### config.mk
export PLATFORM = sky130hd
export DESIGN_NAME = wdog_once
export DESIGN_NICKNAME = d
export VERILOG_FILES = /design/src/rtl/wdog_once_pkg.sv /design/src/rtl/wdog_cfg_lock.sv /design/src/rtl/wdog_prescale.sv /design/src/rtl/wdog_fsm.sv /design/src/rtl/wdog_once.sv
export SDC_FILE = /design/constraint.sdc
export NUM_CORES = 1
export LEC_CHECK = 0
export ABC_AREA = 1
export ABC_CLOCK_PERIOD_IN_PS = 1700
export BUFFER_PORTS_ARGS = -buffer_cell sky130_fd_sc_hd__buf_4
export CORE_AREA = 4 4 83 85
export CTS_BUF_LIST = sky130_fd_sc_hd__clkbuf_16
export DETAILED_ROUTE_END_ITERATION = 10
export DIE_AREA = 0 0 87 89
export PLACE_DENSITY_LB_ADDON = 0.05
export RECOVER_POWER = 50
export SLEW_MARGIN = 0
export SYNTH_ARGS = -nofsm -noshare
export SYNTH_HDL_FRONTEND = slang
export SYNTH_SLANG_ARGS = --single-unit
### constraint.sdc
create_clock -name clk -period 1.7 [get_ports clk]
set_input_delay 0.34 -clock clk [delete_from_list [all_inputs] [get_ports clk]]
set_output_delay 0.34 -clock clk [all_outputs]
set_load 0.02 [all_outputs]
### src/rtl/wdog_once_pkg.sv
package wdog_once_pkg;

    typedef enum logic [1:0] {
        ST_CFG_WAIT = 2'd0,
        ST_HALTED   = 2'd1,
        ST_COUNTING = 2'd2,
        ST_EXPIRED  = 2'd3
    } wd_state_e;

    // returns {interrupt, reset request} for a timeout action code
    function automatic logic [1:0] action_outputs(input logic [1:0] act);
        logic [1:0] res;
        unique case (act)
            2'd2:    res = 2'b10;
            2'd3:    res = 2'b11;
            default: res = 2'b01;
        endcase
        return res;
    endfunction

endpackage

### src/rtl/wdog_cfg_lock.sv
module wdog_cfg_lock #(
    parameter int ADDR_W = 8,
    parameter int DATA_W = 32,
    parameter int RLD_W  = 12,
    parameter logic [ADDR_W-1:0] REG_ADDR = '0
) (
    input  logic                clk,
    input  logic                rst_n,
    input  logic                wr_en,
    input  logic [ADDR_W-1:0]   wr_addr,
    input  logic [DATA_W-1:0]   wr_data,
    output logic                locked,
    output logic [RLD_W+3:0]    cfg,
    output logic [RLD_W+3:0]    cfg_next,
    output logic                cfg_load,
    output logic                kick
);
    localparam int CFG_W = RLD_W + 4;

    logic hit;
    wire  unused_hi = ^wr_data[DATA_W-1:CFG_W];

    assign hit      = wr_en && (wr_addr == REG_ADDR);
    assign cfg_load = hit && !locked;
    assign kick     = hit && locked;
    assign cfg_next = cfg_load ? wr_data[CFG_W-1:0] : cfg;

    always_ff @(posedge clk) begin
        if (!rst_n) begin
            locked <= 1'b0;
            cfg    <= '0;
        end else if (cfg_load) begin
            locked <= 1'b1;
            cfg    <= wr_data[CFG_W-1:0];
        end
    end

    // once locked, configuration never moves and lock never drops
    p_cfg_frozen_r2: assert property (@(posedge clk) disable iff (!rst_n)
        locked |=> (locked && $stable(cfg)));

endmodule

### src/rtl/wdog_prescale.sv
module wdog_prescale #(
    parameter int DIV = 16384
) (
    input  logic clk,
    input  logic rst_n,
    input  logic run,
    input  logic clr,
    input  logic bypass,
    output logic tick
);
    localparam int PW = (DIV > 1) ? $clog2(DIV) : 1;
    localparam logic [PW-1:0] LAST = PW'(DIV - 1);

    logic [PW-1:0] pre;

    always_ff @(posedge clk) begin
        if (!rst_n)            pre <= '0;
        else if (clr || !run)  pre <= '0;
        else if (pre == LAST)  pre <= '0;
        else                   pre <= pre + 1'b1;
    end

    assign tick = run && !clr && (bypass || (pre == LAST));

    // prescaled ticks are never back to back
    p_tick_spacing_r4: assert property (@(posedge clk) disable iff (!rst_n)
        (DIV > 1 && !bypass && tick) |=> !tick);

endmodule

### src/rtl/wdog_fsm.sv
module wdog_fsm
    import wdog_once_pkg::*;
#(
    parameter int RLD_W = 12
) (
    input  logic              clk,
    input  logic              rst_n,
    input  logic              cfg_load,
    input  logic              kick,
    input  logic [RLD_W-1:0]  reload,
    input  logic              enable,
    input  logic [1:0]        action,
    input  logic              tick,
    output wd_state_e         state,
    output logic [RLD_W-1:0]  count,
    output logic              irq,
    output logic              rst_req
);
    wd_state_e state_nx;
    logic      expire;
    logic      load_cnt;

    assign expire   = (state == ST_COUNTING) && tick && !kick && (count == '0);
    assign load_cnt = (cfg_load && enable) || (kick && state != ST_HALTED);

    always_comb begin
        state_nx = state;
        unique case (state)
            ST_CFG_WAIT: if (cfg_load) state_nx = enable ? ST_COUNTING : ST_HALTED;
            ST_HALTED:   state_nx = ST_HALTED;
            ST_COUNTING: if (expire) state_nx = ST_EXPIRED;
            ST_EXPIRED:  if (kick) state_nx = ST_COUNTING;
        endcase
    end

    always_ff @(posedge clk) begin
        if (!rst_n) state <= ST_CFG_WAIT;
        else        state <= state_nx;
    end

    always_ff @(posedge clk) begin
        if (!rst_n)
            count <= '0;
        else if (load_cnt)
            count <= reload;
        else if (state == ST_COUNTING && tick && count != '0)
            count <= count - 1'b1;
    end

    always_ff @(posedge clk) begin
        if (!rst_n) begin
            irq     <= 1'b0;
            rst_req <= 1'b0;
        end else if (kick) begin
            irq     <= 1'b0;
            rst_req <= 1'b0;
        end else if (expire) begin
            {irq, rst_req} <= action_outputs(action);
        end
    end

    // outputs hold until a kick
    p_irq_hold_r7: assert property (@(posedge clk) disable iff (!rst_n)
        (irq && !kick) |=> irq);
    // a kick on a live watchdog reloads the count
    p_kick_reload_r5: assert property (@(posedge clk) disable iff (!rst_n)
        (kick && state != ST_HALTED) |=> (count == $past(reload)));
    // action code 2 never requests a reset
    p_irq_only_r6: assert property (@(posedge clk) disable iff (!rst_n)
        $rose(rst_req) |-> (action != 2'd2));
    // a halted watchdog stays silent
    p_halted_quiet_r8: assert property (@(posedge clk) disable iff (!rst_n)
        (state == ST_HALTED) |-> (!irq && !rst_req && count == '0));
    // the count never exceeds the stored reload while running
    p_count_bound_r3: assert property (@(posedge clk) disable iff (!rst_n)
        (state == ST_COUNTING) |-> (count <= reload));

endmodule

### src/rtl/wdog_once.sv
module wdog_once
    import wdog_once_pkg::*;
#(
    parameter int ADDR_W  = 8,
    parameter int DATA_W  = 32,
    parameter int RLD_W   = 12,
    parameter int PRE_DIV = 16384,
    parameter logic [ADDR_W-1:0] CFG_ADDR = 8'h00,
    parameter logic [ADDR_W-1:0] CNT_ADDR = 8'h04
) (
    input  logic              clk,
    input  logic              rst_n,
    input  logic              wr_en,
    input  logic [ADDR_W-1:0] wr_addr,
    input  logic [DATA_W-1:0] wr_data,
    input  logic [ADDR_W-1:0] rd_addr,
    output logic [DATA_W-1:0] rd_data,
    output logic              wdt_irq,
    output logic              sys_rst_req
);
    localparam int CFG_W   = RLD_W + 4;
    localparam int PRE_BIT = RLD_W;
    localparam int EN_BIT  = RLD_W + 1;
    localparam int ACT_LO  = RLD_W + 2;

    logic             locked, cfg_load, kick, tick;
    logic [CFG_W-1:0] cfg, cfg_next;
    logic [RLD_W-1:0] count;
    wd_state_e        state;

    wdog_cfg_lock #(
        .ADDR_W(ADDR_W), .DATA_W(DATA_W), .RLD_W(RLD_W), .REG_ADDR(CFG_ADDR)
    ) u_lock (
        .clk(clk), .rst_n(rst_n), .wr_en(wr_en), .wr_addr(wr_addr),
        .wr_data(wr_data), .locked(locked), .cfg(cfg), .cfg_next(cfg_next),
        .cfg_load(cfg_load), .kick(kick)
    );

    wdog_prescale #(.DIV(PRE_DIV)) u_pre (
        .clk(clk), .rst_n(rst_n), .run(state == ST_COUNTING),
        .clr(kick || cfg_load), .bypass(!cfg_next[PRE_BIT]), .tick(tick)
    );

    wdog_fsm #(.RLD_W(RLD_W)) u_fsm (
        .clk(clk), .rst_n(rst_n), .cfg_load(cfg_load), .kick(kick),
        .reload(cfg_next[RLD_W-1:0]), .enable(cfg_next[EN_BIT]),
        .action(cfg_next[ACT_LO+1:ACT_LO]), .tick(tick), .state(state),
        .count(count), .irq(wdt_irq), .rst_req(sys_rst_req)
    );

    always_comb begin
        rd_data = '0;
        if (rd_addr == CFG_ADDR)      rd_data[CFG_W:0]   = {locked, cfg};
        else if (rd_addr == CNT_ADDR) rd_data[RLD_W-1:0] = count;
    end

endmodule

After elaboration in Yosys (flattened, before gate mapping)
Index checks and enable logic that the tools add are counted.
{"block": "classes", "n_addsub": 2, "multipliers": 0, "div_mod_pow": 0, "magnitude_cmp": 0, "eq_ne": 11, "shift": 0, "mux": 12, "bitwise_logic": 1, "n_reduce_logical": 29}
{"operator": "2-to-1 mux 12 bit", "n": 4}
{"operator": "zero test 8 bit", "n": 2}
{"operator": "2-to-1 mux 16 bit", "n": 1}
{"operator": "adder 14 x 1 -> 14 bit, second input constant", "n": 1}
{"operator": "== test 14 bit, second input constant", "n": 1}
{"operator": "zero test 12 bit", "n": 1}
{"operator": "nonzero test 12 bit", "n": 1}
{"operator": "subtractor 12 x 1 -> 12 bit, second input constant", "n": 1}
{"operator": "logical AND 1 bit", "n": 11}
{"operator": "== test 2 bit, second input constant", "n": 4}
{"operator": "== test 8 x 3 -> 1 bit, second input constant", "n": 1}
{"operator": "2-to-1 mux 2 bit", "n": 4}
{"operator": "one-hot mux 2 bit (4 select lines)", "n": 1}
{"operator": "zero test 1 bit", "n": 5}
{"operator": "2-to-1 mux 5 bit", "n": 1}
{"operator": "logical OR 1 bit", "n": 4}
{"operator": "inequality test 2 x 1 -> 1 bit, second input constant", "n": 2}
{"operator": "inequality test 2 bit, second input constant", "n": 2}
{"operator": "one-hot mux 2 bit (2 select lines)", "n": 1}
{"operator": "AND reduction 3 bit", "n": 1}
{"operator": "OR reduction 3 bit", "n": 1}
{"operator": "== test 2 x 1 -> 1 bit, second input constant", "n": 1}
{"operator": "zero test 2 bit", "n": 1}
{"operator": "nonzero test 2 bit", "n": 1}
{"operator": "2 further kinds", "n": 2}
{"block": "word_totals", "regBits": 47, "latch_bits": 0, "ram_bits": 0, "mem_bits_ro": 0, "inputBits": 51, "out_inout_bits": 34, "elab_cells": 62, "mem_count": 0}

Longest topological paths before layout
{"block": "depth", "word_depth": 12, "depth_mapped": 12, "depth_no_buf": 12}

Cells and area by module
From an unflattened synthesis, not the netlist that was laid out.
{"block": "hier_totals", "cells_unflattened": 514, "hier_area_um2": 3235.6}
{"module": "wdog_fsm", "n_inst": 1, "cells_per_inst": 178, "area_each_um2": 1148.6, "seq_area_each_um2": 320.3}
{"module": "wdog_cfg_lock", "n_inst": 1, "cells_per_inst": 152, "area_each_um2": 944.7, "seq_area_each_um2": 340.3}
{"module": "wdog_prescale", "n_inst": 1, "cells_per_inst": 106, "area_each_um2": 719.4, "seq_area_each_um2": 280.3}
{"module": "wdog_once", "n_inst": 1, "cells_per_inst": 78, "area_each_um2": 422.9, "seq_area_each_um2": 0.0}

Least setup slack after synthesis
OpenSTA, ideal clock, no wires.
{"block": "synth_path", "path_kind": "input to output", "from": "in rd_addr[5]", "to": "out rd_data[10]", "t_arrival_ns": 1.496, "t_required_ns": 1.360, "path_slack_ns": -0.136, "path_stages": 4, "n_path_buf": 1, "path_cell_list": "nor4_1 nand3b_1 clkbuf_1 o22ai_1"}
{"block": "synth_between", "elab_chain_len": 3, "elab_cells_between_ends": 4, "cone_classes": "eq/ne (1); mux (2); reduce/logical (1)"}
{"item": "start, declared", "line_no": "wdog_once.sv:16", "text": "input logic [ADDR_W-1:0] rd_addr,"}
{"item": "== test 8 x 3 -> 1 bit", "line_no": "wdog_once.sv:54", "text": "else if (rd_addr == CNT_ADDR) rd_data[RLD_W-1:0] = count;"}
{"item": "2-to-1 mux 12 bit", "line_no": "wdog_once.sv:54"}
{"item": "2-to-1 mux 12 bit (*)", "line_no": "wdog_once.sv:53", "text": "if (rd_addr == CFG_ADDR) rd_data[CFG_W:0] = {locked, cfg};"}
{"item": "end, declared", "line_no": "wdog_once.sv:17", "text": "output logic [DATA_W-1:0] rd_data,"}
Every way passes the cells marked *; elsewhere a longest branch is shown, timed or not.

Worst setup path in the final report
{"block": "layout_path", "from": "reg u_fsm.count[0]", "to": "reg u_fsm.count[9]"}
{"block": "layout_between", "elab_chain_len": 3, "elab_cells_between_ends": 6, "cone_classes": "add/sub (1); mux (2); reduce/logical (3)"}
{"item": "start, declared", "line_no": "wdog_fsm.sv:15", "text": "output logic [RLD_W-1:0] count,"}
{"item": "start signal, assigned", "line_no": "wdog_fsm.sv:45", "text": "count <= reload;"}
{"item": "start signal, assigned", "line_no": "wdog_fsm.sv:47", "text": "count <= count - 1'b1;"}
{"item": "subtractor 12 x 1 -> 12 bit or nonzero test 12 bit (tied branches)", "line_no": "wdog_fsm.sv:47, wdog_fsm.sv:46"}
{"item": "2-to-1 mux 12 bit or logical AND 1 bit (tied branches)", "line_no": "wdog_fsm.sv:46", "text": "else if (state == ST_COUNTING && tick && count != '0)"}
{"item": "2-to-1 mux 12 bit or nonzero test 2 bit (tied branches)"}
Parallel ways exist; a longest one is shown, timed or not. The select of a mux whose other input is x is not followed.
A chain may end at the register's enable or synchronous reset.

==> summary by stage <==
STA
The max-slew violation total from the final report is 0. For the pin with the worst max-slew slack, the measured transition is 0.7840 ns. Headroom to the max-slew limit came out at 47.74%. For the finished layout, the period the worst path requires is 1.784 ns. The maximum clock rate is 560.5 MHz. The worst-case clock skew is 0.007114 ns. The minimum hold slack is 0.3231 ns. The final critical-path setup slack is -0.08407 ns. The final count of hold timing violations was 0.

Setup repair after global routing could not meet its margin everywhere. After layout, the worst path uses 104.9% of the clock period. The total setup violations reported at the end of the flow is 23.

Finish
The layout overhead on the synthesized area is 57.76%. The filler cell count in the final layout is 493. The share of layout cells above drive strength 1 is roughly two fifths. The final layout contains around 590 nets. The number of antenna diodes in the final layout is 0. For this run, the share of the core covered by cells in the final layout is 71.32%. The area occupied by multi-input gates is 1927 um2. The area of all sequential standard cells is 957.2 um2.

Synthesis
The fraction of the yosys area taken by sequential cells is between 30% and 40%. Yosys printed 0 warnings. Counting instances in the post-synthesis netlist gives the leading cell types as sky130_fd_sc_hd__nand2_1, sky130_fd_sc_hd__nor2_1, sky130_fd_sc_hd__dfxtp_1, sky130_fd_sc_hd__inv_1, sky130_fd_sc_hd__nand3_1. In this run, synthesis inferred 0 flip-flops with an integrated enable. After synthesis, the netlist uses 36 different library cells.

For this run, the leading register cell type out of synthesis is sky130_fd_sc_hd__dfxtp_1. In this run the mean area of a mapped cell was 6.776 um2. sky130_fd_sc_hd__dfxtp_1 takes more of the synthesized area than any other cell. The synthesis-stage register bit count is 47. Synthesis produced a netlist whose cell count is 414. Sorting the synthesized cells by area gives the leading types as sky130_fd_sc_hd__dfxtp_1, sky130_fd_sc_hd__nand2_1, sky130_fd_sc_hd__nor2_1. The netlist area before placement is 2805 um2. The area share of the largest cell type after synthesis is 33.54%. Counting flops with an async set or reset pin after synthesis yields a share of 0%.

By instance count, the leading cell after synthesis is sky130_fd_sc_hd__nand2_1.

Critical path
Counting buffers and inverters, the worst setup path is 11 cells deep. The number of cells on the worst reg-to-reg path is 11. The worst setup path is of the reg2reg kind. In this run the worst path has a maximum fanout of 5. Traced cell by cell, the critical path runs through inv_2, ha_4, nand3_4, nor2_4, nand4_1, nand3_4, nand2_8, buf_12, buf_6, nor2_4, nor2_1. On the critical path the largest part of the delay comes from simple AND/OR/NAND/NOR gates.

The critical path contains buffers and inverters numbering 3 combined. The slowest stage cell on the critical path is sky130_fd_sc_hd__dfxtp_2. For the worst setup path, the data required time is 1.88 ns. The worst setup path is captured at a flip-flop. On the worst path, the slowest cell contributes a delay of 0.33 ns. The worst register-to-register path ends at u_fsm.count[9]. At the worst endpoint, the arrival time is roughly 2 ns. The start of the worst register-to-register path is u_fsm.count[0].

The critical path launch point type is a flip-flop. In this run the register-to-register setup slack is -0.08 ns.

Global route
The pin count of the biggest net entering global routing is 15. The overall overflow remaining after global route is 0. The global-route total usage across every layer is between 20% and 30%. The via count of the first global-routing pass is 2739.

The wire length of the first global-routing pass is 12520 um. The initial antenna violation count is 0.

Power
The static leakage is between 1.5 and 2 nW. Dividing total power by cell area gives a power density of 1823 nW/um2. The maximum vdd ir drop is 1.293 mV.

Outcome
The checks that failed: setup timing. The run finished, with violations left.

Floorplanning
From bottom edge to top edge, the die measures 89 um. Measured along the x axis, the die boundary spans 87 um. The number of top-level design ports is 85. The core region is 6205 um2. The initialized floorplan defines 29 standard-cell rows. Once the floorplan was initialized, standard cells occupied a little under half of the core. The die covers 7743 um2.

CTS
The clock-pin slew reported for the worst setup and hold paths after clock tree synthesis is 0.07 ns. Clock latency on the worst-skew pair, taken at its later pin, is 0.29 ns. The tree built by TritonCTS fans out to 47 sinks. The clock root buffer is sky130_fd_sc_hd__clkbuf_16. The H-tree was split into 2 levels. The buffer levels on the longest clock path is 2. The clock tree from TritonCTS is built. Clock tree synthesis inserted a total of 5 buffers. For this design, the CTS-stage hold fixing added 0 buffers.

Routing
The routed wirelength normalized by instance count is about 14 um. The final routed DRC violation total is 0. The first detailed-routing pass ran for 5 iterations. Once detail routing completed, the nets flagged for antenna violations numbered 0.

The vias after detailed routing is 3023. In this run, the number of DRC markers left after iteration 0 of detailed routing was 133. The via density per instance is just under 5. The final layout contains routed wiring with a total length of ~8300 um.

Placement
The HPWL reported at the end of detailed placement is 5326 um. Buffers placed on the I/O ports in this run total 53. The congestion estimate from routability-driven global placement came to 0.8094.

Hold path
The kind of path behind the tightest hold check is in2reg. The depth of the worst hold-timing path is 3. The worst hold path begins at wr_data[6].

For hold timing, the worst endpoint is u_lock.cfg[6].

Flow run
The number of maximum-capacitance violations is 0.
## cell type report
class / count / area share [%]
Sequential cell: 47 / 21.63
Multi-Input combinational cell: 306 / 43.54
Clock inverter: 2 / 0.7634
Tap cell: 77 / 2.177
Inverter: 51 / 4.382
Clock buffer: 5 / 2.827
Timing Repair Buffer: 124 / 24.68
## how the worst max path moves through the flow
stage	from	to	slack [ns]
finish	u_fsm.count[0]	u_fsm.count[9]	-0.08
global route	u_fsm.count[0]	u_fsm.count[11]	-0.20
CTS	rd_addr[6]	rd_data[6]	-0.04
detailed placement	rd_addr[5]	rd_data[4]	-0.17
global placement	wr_addr[5]	u_fsm.count[0]	-0.15
floorplan	rd_addr[5]	rd_data[1]	-0.10
## kinds of logic after synthesis
kind of cell | count (synthesis) | share of synthesized area (%)
and+or+nand+nor | 213 | 35.37
other | 1 | 0.1337
AOI/OAI and AO/OA | 59 | 11.42
adders and majority gates | 7 | 3.122
DFF | 47 | 33.54
xor gates and xnor gates | 12 | 3.747
buffers and inverters | 75 | 12.67
## worst reg2reg max path: stages, from the launching register on
cell and delay [ns]:
sky130_fd_sc_hd__dfxtp_2 0.33, sky130_fd_sc_hd__inv_2 0.08, sky130_fd_sc_hd__ha_4 0.15, sky130_fd_sc_hd__nand3_4 0.11
sky130_fd_sc_hd__nor2_4 0.16, sky130_fd_sc_hd__nand4_1 0.20, sky130_fd_sc_hd__nand3_4 0.19, sky130_fd_sc_hd__nand2_8 0.09
sky130_fd_sc_hd__buf_12 0.14, sky130_fd_sc_hd__buf_6 0.11, sky130_fd_sc_hd__nor2_4 0.08, sky130_fd_sc_hd__nor2_1 0.04
## timing repair
action / in CTS / in global routing
pin swaps: 11 / 25
resized for setup: 53 / 59
cloned: 1 / 0
endpoints found under the setup margin: 25 / 36
buffers inserted: 9 / 16
## layer usage
| metal | wire length (um) | share of wire, % | vias up | track usage [%] |
|---|---|---|---|---|
| met5 | 0 | 0 | - | 0 |
| met4 | 145 | 1.7 | 0 | 4.674 |
| met3 | 368 | 4.4 | 15 | 3.410 |
| met2 | 4144 | 50 | 69 | 35.68 |
| met1 | 3676 | 44 | 1400 | 25.92 |
| li1 | - | - | 1539 | - |
## layout by cell type, fill, tap and decap left out, types with 4 or more instances in the layout
| cell | instances |
|---|---|
| sky130_fd_sc_hd__inv_1 | 41 |
| sky130_fd_sc_hd__o21ai_2 | 8 |
| sky130_fd_sc_hd__dfxtp_2 | 7 |
| sky130_fd_sc_hd__nand3_4 | 4 |
| sky130_fd_sc_hd__o22ai_4 | 10 |
| sky130_fd_sc_hd__nor2_2 | 6 |
| sky130_fd_sc_hd__nand2_1 | 85 |
| sky130_fd_sc_hd__nand4_1 | 8 |
| sky130_fd_sc_hd__nor2_4 | 11 |
| sky130_fd_sc_hd__buf_4 | 87 |
| sky130_fd_sc_hd__nand3_1 | 22 |
| sky130_fd_sc_hd__conb_1 | 15 |
| sky130_fd_sc_hd__ha_1 | 5 |
| sky130_fd_sc_hd__a21oi_1 | 19 |
| sky130_fd_sc_hd__o21ai_0 | 12 |
| sky130_fd_sc_hd__dfxtp_1 | 38 |
| sky130_fd_sc_hd__inv_2 | 10 |
| sky130_fd_sc_hd__clkbuf_16 | 5 |
| sky130_fd_sc_hd__nor3_1 | 4 |
| sky130_fd_sc_hd__buf_12 | 4 |
| sky130_fd_sc_hd__xor2_1 | 9 |
| sky130_fd_sc_hd__nor2_1 | 50 |
| sky130_fd_sc_hd__nand2_2 | 7 |
| sky130_fd_sc_hd__buf_6 | 26 |
## flip-flops by register name (all words and copies together) (netlist names)
| register | count |
|---|---|
| u_fsm.state | 2 |
| u_fsm.irq | 1 |
| u_lock.cfg | 16 |
| u_fsm.count | 12 |
| u_pre.pre | 14 |
| u_lock.locked | 1 |
| u_fsm.rst_req | 1 |
## metrics by stage
step	instances	TNS [ns]	instance area [um2]	power [W]	worst slack, ns
6_report	612	-0.4622	4425	0.008068	-0.08407
3_5_place_dp	581	-4.278	3642	0.004943	-0.1712
4_1_cts	598	-0.1022	4159	0.006561	-0.03938
5_1_grt	612	-3.051	4425	0.008641	-0.1964
3_3_place_gp	581	-3.268	3642	0.004908	-0.1485
2_1_floorplan	428	-0.7655	2925	0.003853	-0.1027
## power breakdown
group,total [W],switching (W),internal (W)
sequential,0.00147,0.000156,0.00132
clock,0.00111,0.000426,0.000681
combinational,0.00549,0.00287,0.00262
total,0.00807,0.00345,0.00462
Power figures use the tool's default switching activity.
